**src/rtl/irq_ctl_pkg.sv**
```systemverilog
package irq_ctl_pkg;
  localparam int unsigned SRC_N = 5;
  localparam int unsigned VEC_W = 16;

  // one-hot index of each source
  localparam int unsigned IX_GEN  = 0;
  localparam int unsigned IX_L55  = 1;
  localparam int unsigned IX_L65  = 2;
  localparam int unsigned IX_L75  = 3;
  localparam int unsigned IX_TRAP = 4;

  // highest set index wins
  function automatic logic [SRC_N-1:0] pick_top(input logic [SRC_N-1:0] req);
    logic [SRC_N-1:0] g;
    logic             found;
    g     = '0;
    found = 1'b0;
    for (int i = SRC_N - 1; i >= 0; i--) begin
      if (req[i] && !found) begin
        g[i]  = 1'b1;
        found = 1'b1;
      end
    end
    return g;
  endfunction

  // vector = 8 * level + 4; trap sits at level 4, vectored levels at index + 4
  function automatic logic [VEC_W-1:0] vec_of(input logic [SRC_N-1:0] g);
    logic [VEC_W-1:0] v;
    v = '0;
    for (int i = 1; i < SRC_N; i++) begin
      if (g[i]) begin
        if (i == IX_TRAP) v = VEC_W'(4 * 8 + 4);
        else              v = VEC_W'((i + 4) * 8 + 4);
      end
    end
    return v;
  endfunction
endpackage

```
**src/rtl/irq_sync.sv**
```systemverilog
module irq_sync #(
  parameter int unsigned WIDTH  = 6,
  parameter int unsigned STAGES = 2
) (
  input  logic             clk,
  input  logic             rst_n,
  input  logic [WIDTH-1:0] d,
  output logic [WIDTH-1:0] q
);
  logic [WIDTH-1:0] stg [STAGES];

  always_ff @(posedge clk or negedge rst_n) begin
    if (!rst_n) stg[0] <= '0;
    else        stg[0] <= d;
  end

  for (genvar k = 1; k < STAGES; k++) begin : g_chain
    always_ff @(posedge clk or negedge rst_n) begin
      if (!rst_n) stg[k] <= '0;
      else        stg[k] <= stg[k-1];
    end
  end

  assign q = stg[STAGES-1];
endmodule

```
**src/rtl/irq_edge_cap.sv**
```systemverilog
module irq_edge_cap (
  input  logic clk,
  input  logic rst_n,
  input  logic lvl,
  input  logic clr,
  output logic flag,
  output logic rise
);
  logic prev_q;

  assign rise = lvl & ~prev_q;

  always_ff @(posedge clk or negedge rst_n) begin
    if (!rst_n) begin
      prev_q <= 1'b0;
      flag   <= 1'b0;
    end else begin
      prev_q <= lvl;
      if (rise)     flag <= 1'b1;  // a fresh edge wins over a clear
      else if (clr) flag <= 1'b0;
    end
  end
endmodule

```
**src/rtl/irq_pick.sv**
```systemverilog
module irq_pick
  import irq_ctl_pkg::*;
(
  input  logic [SRC_N-1:0] req,
  output logic [SRC_N-1:0] grant,
  output logic [VEC_W-1:0] vec
);
  assign grant = pick_top(req);
  assign vec   = vec_of(grant);
endmodule

```
**src/rtl/prio_irq_ctrl.sv**
```systemverilog
module prio_irq_ctrl
  import irq_ctl_pkg::*;
#(
  parameter int unsigned SYNC_STAGES = 2
) (
  input  logic             clk,
  input  logic             rst_n,
  input  logic             irq_trap_i,
  input  logic             irq_l75_i,
  input  logic             irq_l65_i,
  input  logic             irq_l55_i,
  input  logic             irq_gen_i,
  input  logic             ser_in_i,
  input  logic             bound_i,
  input  logic             ei_i,
  input  logic             di_i,
  input  logic             cfg_we_i,
  input  logic [7:0]       cfg_wdata_i,
  output logic [7:0]       stat_o,
  output logic             ser_out_o,
  output logic             take_o,
  output logic [SRC_N-1:0] src_o,
  output logic [VEC_W-1:0] vec_o
);
  localparam int unsigned PIN_N = SRC_N + 1;

  logic [PIN_N-1:0] pin_s;
  logic trap_s, l75_s, l65_s, l55_s, gen_s, sid_s;

  irq_sync #(.WIDTH(PIN_N), .STAGES(SYNC_STAGES)) u_sync (
    .clk (clk), .rst_n (rst_n),
    .d   ({ser_in_i, irq_trap_i, irq_l75_i, irq_l65_i, irq_l55_i, irq_gen_i}),
    .q   (pin_s)
  );
  assign {sid_s, trap_s, l75_s, l65_s, l55_s, gen_s} = pin_s;

  // named internal events
  logic             ie_q, hold_q, ie_ok;
  logic [2:0]       mask_q;
  logic             sod_q;
  logic             trap_flag, trap_rise, l75_flag, l75_rise;
  logic [SRC_N-1:0] req, grant;
  logic [VEC_W-1:0] vec_n;
  logic             recog, clr_trap, clr_l75, mask_wr, sod_wr;
  logic             unused_bit5;

  assign unused_bit5 = cfg_wdata_i[5];
  assign ie_ok    = ie_q & ~hold_q;
  assign recog    = bound_i & (|grant);
  assign clr_trap = recog & grant[IX_TRAP];
  assign clr_l75  = (recog & grant[IX_L75]) | (cfg_we_i & cfg_wdata_i[4]);
  assign mask_wr  = cfg_we_i & cfg_wdata_i[3];
  assign sod_wr   = cfg_we_i & cfg_wdata_i[6];

  irq_edge_cap u_trap_cap (
    .clk (clk), .rst_n (rst_n), .lvl (trap_s), .clr (clr_trap),
    .flag (trap_flag), .rise (trap_rise)
  );

  irq_edge_cap u_l75_cap (
    .clk (clk), .rst_n (rst_n), .lvl (l75_s), .clr (clr_l75),
    .flag (l75_flag), .rise (l75_rise)
  );

  always_comb begin
    req          = '0;
    req[IX_TRAP] = trap_flag & trap_s;
    req[IX_L75]  = l75_flag & ~mask_q[2] & ie_ok;
    req[IX_L65]  = l65_s    & ~mask_q[1] & ie_ok;
    req[IX_L55]  = l55_s    & ~mask_q[0] & ie_ok;
    req[IX_GEN]  = gen_s    & ie_ok;
  end

  irq_pick u_pick (.req (req), .grant (grant), .vec (vec_n));

  always_ff @(posedge clk or negedge rst_n) begin
    if (!rst_n) begin
      ie_q   <= 1'b0;
      hold_q <= 1'b0;
      mask_q <= 3'b111;
      sod_q  <= 1'b0;
      take_o <= 1'b0;
      src_o  <= '0;
      vec_o  <= '0;
    end else begin
      if (recog || di_i) ie_q <= 1'b0;
      else if (ei_i)     ie_q <= 1'b1;

      if (ei_i)         hold_q <= ~bound_i;
      else if (bound_i) hold_q <= 1'b0;

      if (mask_wr) mask_q <= cfg_wdata_i[2:0];
      if (sod_wr)  sod_q  <= cfg_wdata_i[7];

      take_o <= recog;
      src_o  <= bound_i ? grant : '0;
      vec_o  <= bound_i ? vec_n : '0;
    end
  end

  assign ser_out_o = sod_q;
  assign stat_o    = {sid_s, l75_flag, l65_s, l55_s, ie_q, mask_q};
endmodule

```
**config.mk**
```make
export PLATFORM = sky130hd
export DESIGN_NAME = prio_irq_ctrl
export DESIGN_NICKNAME = d
export VERILOG_FILES = /design/src/rtl/irq_ctl_pkg.sv /design/src/rtl/irq_sync.sv /design/src/rtl/irq_edge_cap.sv /design/src/rtl/irq_pick.sv /design/src/rtl/prio_irq_ctrl.sv
export SDC_FILE = /design/constraint.sdc
export NUM_CORES = 1
export LEC_CHECK = 0
export ABC_AREA = 1
export BUFFER_PORTS_ARGS = -buffer_cell sky130_fd_sc_hd__buf_2
export CAP_MARGIN = 25
export CORE_MARGIN = 2
export CORE_UTILIZATION = 45
export CTS_BUF_LIST = sky130_fd_sc_hd__clkbuf_8
export DETAILED_ROUTE_END_ITERATION = 8
export PLACE_DENSITY = 0.88
export SYNTH_ARGS = -nofsm -noshare
export SYNTH_HDL_FRONTEND = slang
export SYNTH_SLANG_ARGS = --single-unit
```
**constraint.sdc**
```tcl
create_clock -name clk -period 1.44 [get_ports clk]
set_clock_uncertainty 0.1 [all_clocks]
set_input_delay 0.144 -clock clk [delete_from_list [all_inputs] [get_ports clk]]
set_output_delay 0.144 -clock clk [all_outputs]
set_load 0.02 [all_outputs]
```
==> flow_metrics.py <==
metrics = {
    "sta": {
        "slew_headroom": 0.572,
        "tightest_slew_ns": 0.642,
        "period_share": 0.944,
        "slew_violations": 0,
        "hold_viol": 0,
        "setup_viol": 0,
        "fin_crit_ns": 1.36,
        "hold_ws_ns": 0.0117,
        "fin_setup_tns_ns": 0,
        "fmax_mhz": 735,
        "setup_ws_ns": 0.0800,
        "rsz0062_at_grt": "no",
    },
    "synthesis": {
        "ys_ff_latch": 31,
        "yosysUniqueCellTypes": 20,
        "syn_inst": 105,
        "seq_area_frac_synth": 0.661,
        "ys_warn_count": 0,
        "synth.avg_cell_area_um2": 11.2,
        "netlist_area_um2": 1180,
    },
    "setup_path": {
        "max_stage_delay_ns": 0.53,
        "end_kind": "register",
        "cp_data_required_time_ns": 1.53,
        "r2r_slack_ns": 0.08,
        "worstSetupPathType": "reg -> reg",
        "crit_fanout": 3,
        "critPathSlowestCell": "dfstp_2",
        "crit_family": "flip-flops",
        "worstPathCellList": "inv_1 -> nand2_1 -> nor2_4 -> nor2_2 -> nand3_1 -> o21ai_0",
        "path_buf_inv": 1,
        "critPathLaunchType": "register",
        "worstPathArrival_ns": 1.45,
    },
    "floorplan": {
        "die-area_um2": 3040,
        "die_x_um": 55.2,
        "die_h_um": 55.2,
        "coreArea_um2": 2480,
        "rows": 18,
        "ios": 51,
        "initial_core_util": 0.476,
    },
    "placement": {
        "dp_hpwl_mm": 1.51,
        "dp_slack_ns": 0.0838,
        "globalplace.congestion": 0.758,
        "port_buffers": 37,
    },
    "grt": {
        "grt_usage": 0.164,
        "grt_max_degree": 32,
        "grt_pass1_vias": 729,
        "grt_pass1_wl_mm": 3.17,
        "antenna_found_initial": 0,
        "grt-ovfl-total": 0,
    },
    "finish": {
        "finalNetCount": 174,
        "layout-drive-gt1-share": 0.368,
        "fillers": 184,
        "area_growth_pct": 29.9,
        "n_antenna_cell": 0,
    },
    "status": {
        "status": "finished, final reports clean",
    },
    "cts": {
        "cts_buffer_depth": 2,
        "clk_pin_slew_worst_paths_ns": 0.06,
        "postCtsSetupRepairBufs": 0,
        "numCtsBuffers": 5,
        "cts_tree": "built",
        "cts-root-buf": "clkbuf_8",
        "clock-sinks": 31,
        "h-tree-depth": 2,
        "clk_latency_ns": 0.28,
    },
    "route": {
        "routed_wl_mm": 2.08,
        "postRouteAntennaNets": 0,
        "wire_per_inst_um": 11.3,
        "dr_total_vias": 805,
        "firstDrtPassIters": 4,
        "drtIter0Drc": 13,
        "drc": 0,
        "vias_per_cell": 4.35,
    },
    "flow_run": {
        "drv_cap": 0,
    },
    "pwr": {
        "pwr_density_cell_nw_per_um2": 1290,
        "vdd_drop_max_uv": 938,
        "leakagePower_nw": 0.833,
    },
    "hold_path": {
        "hold_path.class": "in -> reg",
    },
}
-- cells by family after synthesis --
group,count (synthesis),synth area share
DFF,31,0.661
buffers and inverters,32,0.159
other,1,0.00318
AOI/OAI and AO/OA,9,0.0488
and+or+nand+nor,32,0.127
-- flip-flops by register name, summed over array words and instances (netlist names) --
signal             cells
hold_q                 1
ie_q                   1
mask_q                 3
ser_out_o              1
src_o                  5
take_o                 1
u_l75_cap.flag         1
u_l75_cap.prev_q       1
u_sync.q               6
u_sync.stg             6
u_trap_cap.flag        1
u_trap_cap.prev_q      1
vec_o                  3
-- cell usage in the layout, fill, tap and decap left out --
master,synthesis,final
inv_1,13,13
nand2_1,10,10
nand4_1,1,1
a21oi_1,4,4
nand2_2,3,3
nor2_2,3,3
nand3_1,2,2
o21bai_1,1,1
clkinvlp_4,0,1
nor2_1,11,11
clkbuf_8,0,7
nor2_4,1,1
buf_2,0,37
nor4_1,1,1
o22ai_1,1,1
dfstp_2,3,3
dfrtp_1,28,28
dlygate4sd3_1,0,12
a31oi_1,1,1
conb_1,1,12
o21ai_0,1,1
a211oi_2,1,1
inv_2,1,1
-- worst register-to-register path, stage by stage, from the launching register on --
cell and delay (ns):
dfstp_2 0.53, inv_1 0.05, nand2_1 0.10, nor2_4 0.06, nor2_2 0.12, nand3_1 0.12
o21ai_0 0.20
-- through the flow --
step | total power, W | instance area, µm² | std cells | utilization
floorplan | 0.00117 | 1220 | 116 | -
global placement | 0.00121 | 1310 | 165 | 0.528
detailed placement | 0.00123 | 1310 | 165 | 0.528
CTS | 0.00200 | 1530 | 185 | 0.618
global route | 0.00208 | 1530 | 185 | 0.618
finish | 0.00198 | 1530 | 185 | 0.618
-- routing by layer --
metal | vias to the layer above | share of wire | global-route usage
li1 | 386 | - | -
met1 | 375 | 0.35 | 0.159
met2 | 40 | 0.56 | 0.284
met3 | 4 | 0.074 | 0.0726
met4 | 0 | 0.014 | 0.0976
met5 | - | 0 | 0
-- cells in the mapped netlist --
cell | number | area, µm²
nand2_2 | 3 | 18.8
inv_2 | 1 | 3.75
o21bai_1 | 1 | 7.51
o21ai_0 | 1 | 5.00
nand2_1 | 10 | 37.5
nor2_1 | 11 | 41.3
conb_1 | 1 | 3.75
o22ai_1 | 1 | 6.26
a21oi_1 | 4 | 20.0
a211oi_2 | 1 | 12.5
nand3_1 | 2 | 10.0
dfstp_2 | 3 | 78.8
dfrtp_1 | 28 | 701
nor2_2 | 3 | 18.8
nor4_1 | 1 | 6.26
buf_4 | 18 | 135
inv_1 | 13 | 48.8
nand4_1 | 1 | 6.26
a31oi_1 | 1 | 6.26
nor2_4 | 1 | 11.3
-- path summary, 6_finish.rpt --
path | start | end | depth (start not counted)
setup reg to reg | mask_q[2]$_DFFE_PN1P_ | vec_o[3]$_DFF_PN0_ | 6
hold reg to reg | u_sync.stg[6]$_DFF_PN0_ | u_sync.q[0]$_DFF_PN0_ | 0
hold / removal | cfg_wdata_i[1] | mask_q[1]$_DFFE_PN1P_ | 3
setup / recovery | mask_q[2]$_DFFE_PN1P_ | vec_o[3]$_DFF_PN0_ | 6
max in group asynchronous | rst_n | u_sync.q[3]$_DFF_PN0_ | 2
min in group asynchronous | rst_n | u_trap_cap.prev_q$_DFF_PN0_ | 2
-- power by group --
group | internal (W) | switching (W) | leakage (nW) | total (W)
Clock | 0.000434 | 0.000312 | 0.0505 | 0.000746
Sequential | 0.000936 | 0.0000273 | 0.376 | 0.000963
Combinational | 0.0000936 | 0.000177 | 0.407 | 0.000271
-- what timing repair did --
| item | CTS | global route |
|---|---|---|
| hold buffers | 12 | 0 |
| endpoints found under the hold margin | 38 | 0 |
| resized for setup | 0 | 0 |
-- area by class of cell --
type	count	area, µm²	area share
Sequential cell	31	779	0.509
Timing Repair Buffer	49	305	0.199
Multi-Input combinational cell	53	253	0.165
Clock buffer	7	96.3	0.0629
Inverter	14	52.6	0.0343
Tap cell	30	37.5	0.0245
Clock inverter	1	7.51	0.00490
Note: power is estimated with default switching activity, not from simulation.
